`config.mk`:
```
export PLATFORM = sky130hd
export DESIGN_NAME = spi_xact_engine
export DESIGN_NICKNAME = d
export VERILOG_FILES = /design/src/rtl/spi_xact_pkg.sv /design/src/rtl/spi_xact_clkgen.sv /design/src/rtl/spi_xact_shifter.sv /design/src/rtl/spi_xact_regs.sv /design/src/rtl/spi_xact_engine.sv
export SDC_FILE = /design/constraint.sdc
export NUM_CORES = 1
export LEC_CHECK = 0
export BUFFER_PORTS_ARGS = -buffer_cell sky130_fd_sc_hd__buf_4
export CORE_MARGIN = 1
export CORE_UTILIZATION = 57
export CTS_CLUSTER_DIAMETER = 60
export CTS_CLUSTER_SIZE = 20
export DETAILED_ROUTE_END_ITERATION = 12
export PLACE_DENSITY = 0.77
export SKIP_CTS_REPAIR_TIMING = 1
export SLEW_MARGIN = 20
export SYNTH_ARGS = -nofsm -noshare
export SYNTH_HDL_FRONTEND = slang
export SYNTH_SLANG_ARGS = --single-unit
```
`constraint.sdc`:
```
create_clock -name clk -period 3.5 [get_ports clk]
set_input_delay 0.35 -clock clk [delete_from_list [all_inputs] [get_ports clk]]
set_output_delay 0.35 -clock clk [all_outputs]
set_load 0.1 [all_outputs]
```
`src/rtl/spi_xact_pkg.sv`:
```
package spi_xact_pkg;
  localparam int unsigned REG_W     = 32;
  localparam int unsigned LANES     = REG_W / 8;
  localparam int unsigned MAX_BYTES = 2 * LANES;
  localparam int unsigned IDX_W     = $clog2(MAX_BYTES);
  localparam int unsigned CNT_W     = 4;
  localparam int unsigned DIV_W     = 2;
  localparam int unsigned BIT_W     = $clog2(MAX_BYTES * 16);

  localparam logic [7:0] OFS_CTRL = 8'h00;
  localparam logic [7:0] OFS_CMD  = 8'h04;
  localparam logic [7:0] OFS_DATA = 8'h08;
  localparam logic [7:0] OFS_RATE = 8'h1C;

  localparam int unsigned CTL_RX_LSB   = 4;
  localparam int unsigned CTL_GO       = 8;
  localparam int unsigned CTL_SEL      = 9;
  localparam int unsigned CTL_BUSY     = 16;
  localparam int unsigned CTL_SIZE_LSB = 17;
  localparam int unsigned CTL_OVR_LSB  = 19;
  localparam int unsigned RATE_LSB     = 16;

  typedef enum logic {ST_IDLE, ST_SHIFT} eng_state_e;

  // Byte that goes out on the wire in position idx of the transmit phase.
  function automatic logic [7:0] tx_lane(input logic [REG_W-1:0] cmd,
                                         input logic [REG_W-1:0] dat,
                                         input logic [IDX_W-1:0] idx);
    logic [7:0] b;
    case (idx)
      3'd0:    b = cmd[7:0];
      3'd1:    b = cmd[31:24];
      3'd2:    b = cmd[23:16];
      3'd3:    b = cmd[15:8];
      3'd4:    b = dat[7:0];
      3'd5:    b = dat[15:8];
      3'd6:    b = dat[23:16];
      default: b = dat[31:24];
    endcase
    return b;
  endfunction
endpackage

```
`src/rtl/spi_xact_clkgen.sv`:
```
module spi_xact_clkgen
  import spi_xact_pkg::*;
#(
  parameter int unsigned RW = DIV_W
) (
  input  logic          clk,
  input  logic          rst_n,
  input  logic          run,
  input  logic [RW-1:0] rate,
  output logic          tick
);
  localparam int unsigned CW = 2 ** RW;

  logic [CW-1:0] cnt_q, cnt_n, lim;

  always_comb begin
    lim  = ({{(CW-1){1'b0}}, 1'b1} << rate) - 1'b1;
    tick = run && (cnt_q == lim);
    if (!run || tick) cnt_n = '0;
    else              cnt_n = cnt_q + 1'b1;
  end

  always_ff @(posedge clk or negedge rst_n) begin
    if (!rst_n) cnt_q <= '0;
    else        cnt_q <= cnt_n;
  end
endmodule

```
`src/rtl/spi_xact_shifter.sv`:
```
module spi_xact_shifter
  import spi_xact_pkg::*;
(
  input  logic                          clk,
  input  logic                          rst_n,
  input  logic                          start,
  input  logic                          tick,
  input  logic [CNT_W-1:0]              tx_cnt,
  input  logic [CNT_W-1:0]              rx_cnt,
  input  logic                          sel,
  input  logic [MAX_BYTES-1:0][7:0]     tx_bytes,
  input  logic                          miso,
  output logic                          busy,
  output logic                          sck,
  output logic                          mosi,
  output logic [1:0]                    cs_n,
  output logic                          rx_push,
  output logic [IDX_W-1:0]              rx_idx,
  output logic [7:0]                    rx_byte
);
  eng_state_e       st_q, st_n;
  logic [BIT_W-1:0] bit_q, bit_n, last_bit;
  logic             sck_q, sck_n;
  logic [6:0]       sh_q, sh_n;
  logic [CNT_W:0]   byte_tot;
  logic [CNT_W-1:0] byte_idx;
  logic             in_tx;

  always_comb begin
    byte_tot = {1'b0, tx_cnt} + {1'b0, rx_cnt};
    last_bit = BIT_W'({byte_tot - 1'b1, 3'b111});
    byte_idx = CNT_W'(bit_q[BIT_W-1:3]);
    in_tx    = byte_idx < tx_cnt;
    busy     = (st_q == ST_SHIFT);
    sck      = sck_q;
    mosi     = busy && in_tx && tx_bytes[byte_idx[IDX_W-1:0]][~bit_q[2:0]];
    cs_n     = busy ? (sel ? 2'b01 : 2'b10) : 2'b11;
    rx_idx   = IDX_W'(byte_idx - tx_cnt);
    rx_byte  = {sh_q, miso};
    rx_push  = busy && tick && !sck_q && !in_tx && (bit_q[2:0] == 3'd7);
  end

  always_comb begin
    st_n  = st_q;
    bit_n = bit_q;
    sck_n = sck_q;
    sh_n  = sh_q;
    case (st_q)
      ST_IDLE: begin
        if (start) begin
          st_n  = ST_SHIFT;
          bit_n = '0;
          sck_n = 1'b0;
        end
      end
      default: begin
        if (tick) begin
          if (!sck_q) begin
            sck_n = 1'b1;
            if (!in_tx) sh_n = {sh_q[5:0], miso};
          end else begin
            sck_n = 1'b0;
            if (bit_q == last_bit) st_n  = ST_IDLE;
            else                   bit_n = bit_q + 1'b1;
          end
        end
      end
    endcase
  end

  always_ff @(posedge clk or negedge rst_n) begin
    if (!rst_n) begin
      st_q  <= ST_IDLE;
      bit_q <= '0;
      sck_q <= 1'b0;
      sh_q  <= '0;
    end else begin
      st_q  <= st_n;
      bit_q <= bit_n;
      sck_q <= sck_n;
      sh_q  <= sh_n;
    end
  end
endmodule

```
`src/rtl/spi_xact_regs.sv`:
```
module spi_xact_regs
  import spi_xact_pkg::*;
#(
  parameter int unsigned ADDR_W = 8
) (
  input  logic              clk,
  input  logic              rst_n,
  input  logic [ADDR_W-1:0] bus_addr,
  input  logic              bus_wr,
  input  logic              bus_rd,
  input  logic [REG_W-1:0]  bus_wdata,
  output logic [REG_W-1:0]  bus_rdata,
  input  logic              busy,
  input  logic              rx_push,
  input  logic [IDX_W-1:0]  rx_idx,
  input  logic [7:0]        rx_byte,
  output logic [REG_W-1:0]  cmd_q,
  output logic [REG_W-1:0]  dat_q,
  output logic [CNT_W-1:0]  tx_cnt_q,
  output logic [CNT_W-1:0]  rx_cnt_q,
  output logic              sel_q,
  output logic [DIV_W-1:0]  rate_q,
  output logic              start
);
  logic [REG_W-1:0] cmd_n, dat_n, ctl_rd;
  logic [CNT_W-1:0] tx_n, rx_n, tx_w, rx_w;
  logic             sel_n;
  logic [1:0]       ovr_q, ovr_n, size_rd;
  logic [DIV_W-1:0] rate_n;
  logic             wr_ok, hit_ctl, hit_cmd, hit_dat, hit_rate, cnt_ok;

  always_comb begin
    wr_ok    = bus_wr && !busy;
    hit_ctl  = wr_ok && (bus_addr == ADDR_W'(OFS_CTRL));
    hit_cmd  = wr_ok && (bus_addr == ADDR_W'(OFS_CMD));
    hit_dat  = wr_ok && (bus_addr == ADDR_W'(OFS_DATA));
    hit_rate = wr_ok && (bus_addr == ADDR_W'(OFS_RATE));
    tx_w     = bus_wdata[CNT_W-1:0];
    rx_w     = bus_wdata[CTL_RX_LSB +: CNT_W];
    cnt_ok   = (tx_w != '0) && (tx_w <= CNT_W'(MAX_BYTES)) && (rx_w <= CNT_W'(MAX_BYTES));
    start    = hit_ctl && bus_wdata[CTL_GO] && cnt_ok;

    cmd_n  = hit_cmd ? bus_wdata : cmd_q;
    dat_n  = hit_dat ? bus_wdata : dat_q;
    tx_n   = hit_ctl ? tx_w : tx_cnt_q;
    rx_n   = hit_ctl ? rx_w : rx_cnt_q;
    sel_n  = hit_ctl ? bus_wdata[CTL_SEL] : sel_q;
    ovr_n  = hit_ctl ? bus_wdata[CTL_OVR_LSB +: 2] : ovr_q;
    rate_n = hit_rate ? bus_wdata[RATE_LSB +: DIV_W] : rate_q;

    if (rx_push) begin
      if (!rx_idx[IDX_W-1]) dat_n[8*rx_idx[IDX_W-2:0] +: 8] = rx_byte;
      else                  cmd_n[8*rx_idx[IDX_W-2:0] +: 8] = rx_byte;
    end
  end

  always_comb begin
    size_rd = (ovr_q == 2'd1) ? 2'd0 : 2'd1;
    ctl_rd  = '0;
    ctl_rd[CNT_W-1:0]              = tx_cnt_q;
    ctl_rd[CTL_RX_LSB +: CNT_W]    = rx_cnt_q;
    ctl_rd[CTL_SEL]                = sel_q;
    ctl_rd[CTL_BUSY]               = busy;
    ctl_rd[CTL_SIZE_LSB +: 2]      = size_rd;
    ctl_rd[CTL_OVR_LSB +: 2]       = ovr_q;
    bus_rdata = '0;
    if (bus_rd) begin
      if (bus_addr == ADDR_W'(OFS_CTRL))      bus_rdata = ctl_rd;
      else if (bus_addr == ADDR_W'(OFS_CMD))  bus_rdata = cmd_q;
      else if (bus_addr == ADDR_W'(OFS_DATA)) bus_rdata = dat_q;
      else if (bus_addr == ADDR_W'(OFS_RATE)) bus_rdata[RATE_LSB +: DIV_W] = rate_q;
    end
  end

  always_ff @(posedge clk or negedge rst_n) begin
    if (!rst_n) begin
      cmd_q    <= '0;
      dat_q    <= '0;
      tx_cnt_q <= '0;
      rx_cnt_q <= '0;
      sel_q    <= 1'b0;
      ovr_q    <= 2'd0;
      rate_q   <= '1;
    end else begin
      cmd_q    <= cmd_n;
      dat_q    <= dat_n;
      tx_cnt_q <= tx_n;
      rx_cnt_q <= rx_n;
      sel_q    <= sel_n;
      ovr_q    <= ovr_n;
      rate_q   <= rate_n;
    end
  end
endmodule

```
`src/rtl/spi_xact_engine.sv`:
```
module spi_xact_engine
  import spi_xact_pkg::*;
#(
  parameter int unsigned ADDR_W = 8
) (
  input  logic              clk,
  input  logic              rst_n,
  input  logic [ADDR_W-1:0] bus_addr,
  input  logic              bus_wr,
  input  logic              bus_rd,
  input  logic [31:0]       bus_wdata,
  output logic [31:0]       bus_rdata,
  output logic              spi_sck,
  output logic              spi_mosi,
  input  logic              spi_miso,
  output logic [1:0]        spi_cs_n
);
  logic [REG_W-1:0]          cmd_q, dat_q;
  logic [CNT_W-1:0]          tx_cnt, rx_cnt;
  logic                      sel, start, busy, tick, rx_push;
  logic [DIV_W-1:0]          rate;
  logic [IDX_W-1:0]          rx_idx;
  logic [7:0]                rx_byte;
  logic [MAX_BYTES-1:0][7:0] tx_bytes;

  for (genvar i = 0; i < MAX_BYTES; i++) begin : g_lane
    assign tx_bytes[i] = tx_lane(cmd_q, dat_q, IDX_W'(i));
  end

  spi_xact_regs #(.ADDR_W(ADDR_W)) u_regs (
    .clk(clk), .rst_n(rst_n), .bus_addr(bus_addr), .bus_wr(bus_wr),
    .bus_rd(bus_rd), .bus_wdata(bus_wdata), .bus_rdata(bus_rdata),
    .busy(busy), .rx_push(rx_push), .rx_idx(rx_idx), .rx_byte(rx_byte),
    .cmd_q(cmd_q), .dat_q(dat_q), .tx_cnt_q(tx_cnt), .rx_cnt_q(rx_cnt),
    .sel_q(sel), .rate_q(rate), .start(start)
  );

  spi_xact_clkgen #(.RW(DIV_W)) u_clk (
    .clk(clk), .rst_n(rst_n), .run(busy), .rate(rate), .tick(tick)
  );

  spi_xact_shifter u_shift (
    .clk(clk), .rst_n(rst_n), .start(start), .tick(tick),
    .tx_cnt(tx_cnt), .rx_cnt(rx_cnt), .sel(sel), .tx_bytes(tx_bytes),
    .miso(spi_miso), .busy(busy), .sck(spi_sck), .mosi(spi_mosi),
    .cs_n(spi_cs_n), .rx_push(rx_push), .rx_idx(rx_idx), .rx_byte(rx_byte)
  );
endmodule

```
* Word level (Yosys, flattened, before mapping) *
Index checks and enable logic that the tools add are counted.

storage, ports and cells
  output and inout bits = 36
  register bits = 97

cells by class
  equal/unequal tests = 10
  bitwise operators = 3
  reductions and logical operators = 26
  add/sub/neg operators = 7
  magnitude comparators = 5
  mux-type cells = 37
  shift operators = 3

operator list
  cell                       number
  $mux W32                   9
  $bwmux W32                 2
  $mux W7                    5
  $neg A5 Y34                1
  $shift A8 B34 Y32 const A  1
  $shiftx A8 B34 Y32         1
  $bmux W8 S3                1
  $logic_and A1 B1 Y1        16
  $mux W16                   1
  $mux W14                   1
  $mux W1                    11
  $eq A8 B3 Y1 const B       1
  $eq A8 B4 Y1 const B       1
  $eq A8 B5 Y1 const B       1
  $le A4 B4 Y1 const B       2
  $logic_not A8 Y1           1
  $lt A3 B4 Y1 const B       2
  $mux W2                    4
  $mux W8                    1
  $reduce_and A4 Y1          2
  $sub A4 B1 Y4 const B      2
  $add A7 B1 Y7 const B      1
  $eq A7 B7 Y1               1
  $add A4 B1 Y4 const B      1
  other kinds (18)           22

* Logic depth before layout (Yosys ltp) *
  depth in word-level cells = 9
  gate-level depth with buffers = 11

* Modules after synthesis *
From an unflattened synthesis, not the netlist that was laid out.

second synthesis, totals
  cells, all modules = 601
  area total of the unflattened synthesis = 6162.2 um2

by module, submodules not included
  module            times used  sequential area each (um2)  area an instance (um2)  cells each
  spi_xact_regs     1           1929.4                      4322.9                  423
  spi_xact_shifter  1           400.4                       1599.0                  157
  spi_xact_clkgen   1           100.1                       240.2                   21

* Worst setup path before layout *
Ideal clock, no wire load.

  path type = in2out
  start point = in bus_addr[1]
  end point = out bus_rdata[19]
  arrival = 4.859 ns
  slack = -1.709 ns
  stages on the path = 4
  required time = 3.150 ns
  cell sequence = or4_4 or3_1 or2_2 a2111oi_1

between the ends
  longest elaborated chain between the ends = 5
  elaborated cells between the ends (all ways) = 7

RTL lines
  what          line                   text
  from (decl)   spi_xact_engine.sv:8   input logic [ADDR_W-1:0] bus_addr,
  $eq A8 B4 Y1  spi_xact_regs.sv:70    else if (bus_addr == ADDR_W'(OFS_DATA)) bus_rdata = dat_q;
  $mux W14      spi_xact_regs.sv:70
  $mux W32      spi_xact_regs.sv:69    else if (bus_addr == ADDR_W'(OFS_CMD)) bus_rdata = cmd_q;
  $mux W32 *    spi_xact_regs.sv:68    if (bus_addr == ADDR_W'(OFS_CTRL)) bus_rdata = ctl_rd;
  $mux W32 *    spi_xact_regs.sv:67    if (bus_rd) begin
  to (decl)     spi_xact_engine.sv:12  output logic [31:0] bus_rdata,

Every way passes the cells marked *; elsewhere a longest branch is shown, timed or not.

* Final worst setup path *
  start point = reg u_shift.bit_q[3]
  end point = out spi_mosi

between the ends
  longest elaborated chain between the ends = 5
  elaborated cells between the ends (all ways) = 7

RTL lines
  what                           line                    text
  from (decl)                    spi_xact_shifter.sv:22  logic [BIT_W-1:0] bit_q, bit_n, last_bit;
  from (signal assigned)         spi_xact_shifter.sv:79  bit_q <= bit_n;
  $bmux W8 S3                    spi_xact_shifter.sv:36  mosi = busy && in_tx && tx_bytes[byte_idx[IDX_W-1:0]][~bit_q[2:0]];
  $mux W8 (implied by the code)  spi_xact_shifter.sv:36
  $bmux W1 S3                    spi_xact_shifter.sv:36
  $mux W1 (implied by the code)  spi_xact_shifter.sv:36
  $logic_and A1 B1 Y1 *          spi_xact_shifter.sv:36
  to (decl)                      spi_xact_engine.sv:14   output logic spi_mosi,

Every way passes the cells marked *; elsewhere a longest branch is shown, timed or not. The select of a mux whose other input is x is not followed.

==> summary.md <==
| Metric | Value |
|---|---|
| RSZ-0062 raised after global routing | `no` |
| Global route overflow | `0` |
| Chip Width | `108 um` |
| Slew Limit Fails | `0` |
| Peak VDD IR | `between 0.5 and 0.6 mV` |
| Area growth syn-to-layout | `17.9%` |
| Gpl congestion | `about 0.9` |
| Leak Pwr | `about 4.0 nW` |
| Tightest Hold Check Type | `input pin to flip-flop` |
| Worst rel slew slack | `roughly 45%` |
| Pwr dens | `approximately 500 nW/um^2` |
| Die H | `108 um` |
| Commonest register cell after synthesis | `dfrtp_1` |
| Sequential fraction of the synthesis area | `37.8%` |
| Share of cells above drive strength 1 | `between 20% and 30%` |
| Final Hold Fails | `0` |
| Fin nets | `between 700 and 800` |
| Final setup viols | `0` |
| Placed cell count | `approximately 810` |
| Post-DP HPWL | `13600 um` |
| Worst Tran Pin Value | `slightly above 0.8 ns` |
| DR WL/cell | `23.3 um` |
| FMAX | `a little over 0.3 GHz` |
| Clock sinks | `between 90 and 100` |
| Post-route ant nets | `0` |
| Worst-path clk slew | `0.07 ns` |
| Root Driver | `clkbuf_16` |
| Syn Inst Count | `605` |
| IO buf count | `80` |
| Final WL | `between 15000 and 20000 um` |
| DRT Pass-1 Iters | `6` |
| Top cells by area, synth | `dfrtp_1 (37%), mux2i_1 (21%), mux4_2 (4.9%)` |
| Number of synthesized flops with an enable pin | `0` |
| Max-cap violation count | `0` |
| Worst setup SP type | `flip-flop` |
| #FFs+latches synth | `97` |
| Crit path max fanout | `3` |
| Syn nets | `about 670` |
| Vias per cell | `about 6.5` |
| Min Tclk post-route | `3.22 ns` |
| H-tree depth | `3` |
| Final core occ | `between 60% and 70%` |
| TritonCTS clock tree | `yes` |
| Number of global-route vias before repair | `between 5k and 6k` |
| Yosys top cell by area | `dfrtp_1` |
| Gr usage total | `between 30% and 40%` |
| Largest net degree at the start of global routing | `between 70 and 80` |
| Remaining DRCs | `0` |
| Diodes inserted | `0` |
| Post-synth ARST share | `between 90% and 100%` |
| Initial core utilization | `between 50% and 60%` |
| Post-synth top area share | `between 30% and 40%` |
| Die area | `about 12000 um^2` |
| Worst Slack Setup Final | `0.283 ns` |
| Initial antenna violation count | `0` |
| Post-Synthesis Cell Area | `about 6400 um^2` |
| Finished Layout Cells | `~830` |
| Req. time, crit path | `roughly 3.2 ns` |
| Setup WS pre-CTS | `0.533 ns` |
| Initial detailed-routing violation count | `between 500 and 600` |
| Period utilization | `~92%` |
| Worst skew pair latency | `between 0.3 and 0.4 ns` |
| Avg Cell Area, Syn | `between 10 and 15 um^2` |
| Syn. warnings | `0` |
| Type of the worst setup path | `flip-flop to output pin` |
| Core Area | `about 11000 um^2` |
| CTS Buf Count | `9` |
| Clk buf depth | `2` |
| Via count | `between 5k and 6k` |
| First-pass GRT wire length | `29800 um` |
| # rows | `38` |
| Arrival @ worst endpoint | `between 2 and 3 ns` |
| Worst clock skew | `just under 0.008 ns` |
| I/O pin total | `81` |
| CP Capture Type | `output pin` |
| Status | `finished clean` |
| Unique cell type count in the Yosys netlist | `66` |
[synthesized netlist by cell type, types with 4 or more instances]
cell type / instances
ha_1: 15
dfrtp_1: 95
xor2_1: 4
nand2b_1: 6
a21oi_1: 25
buf_1: 4
or3_1: 5
mux4_2: 14
nand4_4: 8
buf_2: 12
nor2_1: 30
mux2_2: 15
nand3_1: 12
mux2i_1: 132
o21ai_0: 11
nor3_1: 10
inv_1: 30
clkbuf_1: 15
a211oi_1: 7
and2_1: 6
nand2_1: 58
a22oi_1: 19
nor2b_1: 4
xnor2_1: 6
[layout make-up]
type,instances,area [um^2]
inverter,30,113
timing repair buffer,98,758
multi-input combinational,444,3770
fill,855,3360
tap,140,175
clock inverter,6,87.6
clock buffer,10,239
sequential,97,2430
[worst max-delay path, cell delays in order (launching register included)]
cell       delay (ns)
dfrtp_1          0.38
inv_1            0.09
ha_1             0.17
fa_1             0.25
nor2b_1          0.06
o21ai_0          0.43
nor4b_2          0.40
o2111ai_1        0.20
o22ai_2          0.22
buf_4            0.32
[through the flow]
| stage | hold slack [ns] | total power [W] | instance area (um^2) | setup TNS [ns] |
|---|---|---|---|---|
| floorplan | 0.0544 | 0.00228 | 6440 | -8.19 |
| global placement | 0.498 | 0.00267 | 7210 | 0 |
| detailed placement | 0.504 | 0.00270 | 7210 | 0 |
| CTS | 0.204 | 0.00380 | 7530 | 0 |
| global route | 0.255 | 0.00400 | 7580 | 0 |
| finish | 0.253 | 0.00382 | 7580 | 0 |
[final timing paths]
check                                      to                from  cells after the start  slack [ns]
max in group asynchronous    u_regs.rate_q[1]               rst_n                      3        2.42
min                        u_regs.rx_cnt_q[0]        bus_wdata[4]                      3        0.25
max                                  spi_mosi    u_shift.bit_q[3]                      9        0.28
min reg2reg                    u_clk.cnt_q[0]      u_clk.cnt_q[0]                      1        0.52
max reg2reg                  u_shift.bit_q[6]  u_regs.tx_cnt_q[1]                     11        0.53
min in group asynchronous  u_regs.tx_cnt_q[0]               rst_n                      2        0.44
[cell families after synthesis]
logic type	synth area share, %
flops	37.8
simple gates	14.9
compound gates	9.75
xor+xnor	1.71
fa+ha+maj	3.54
buf+inv	4.20
mux	28.1
[sequential cells by signal (all words and copies together), names as in the netlist]
| signal | flops |
|---|---|
| u_regs.cmd_q | 32 |
| u_regs.dat_q | 32 |
| u_shift.bit_q | 7 |
| u_shift.sh_q | 7 |
| u_clk.cnt_q | 4 |
| u_regs.rx_cnt_q | 4 |
| u_regs.tx_cnt_q | 4 |
| u_regs.ovr_q | 2 |
| u_regs.rate_q | 2 |
| u_regs.sel_q | 1 |
| u_shift.busy | 1 |
| u_shift.sck | 1 |
[layer usage]
layer / routed length, um / track usage, % / part of all wire [%]
met1: 7630 / 44.4 / 40
met2: 9530 / 56.8 / 50
met3: 1220 / 4.88 / 6.3
met4: 849 / 19.8 / 4.4
met5: 0 / 0 / 0
[cells in the final DEF (no fill, tap or decap), drive strengths merged, types with 4 or more instances in the layout]
cell    instances
mux2i         132
buf            97
dfrtp          95
nand2          59
inv            32
nor2           30
a21oi          26
a22oi          19
mux2           15
ha             15
mux4           14
nand3          12
o21ai          12
nand4          12
nor3           11
clkbuf         10
a211oi          7
and2            7
nand2b          6
xnor2           6
or3             5
nor2b           4
xor2            4
[report_power, final]
part	internal [W]	switching [W]	total, W	leakage, nW
clock network	0.000649	0.000462	0.00111	0.163
logic	0.000487	0.000961	0.00145	2.80
registers	0.00117	0.0000905	0.00127	0.998
total	0.00231	0.00151	0.00382	3.97
(Power assumes the default switching activity.)
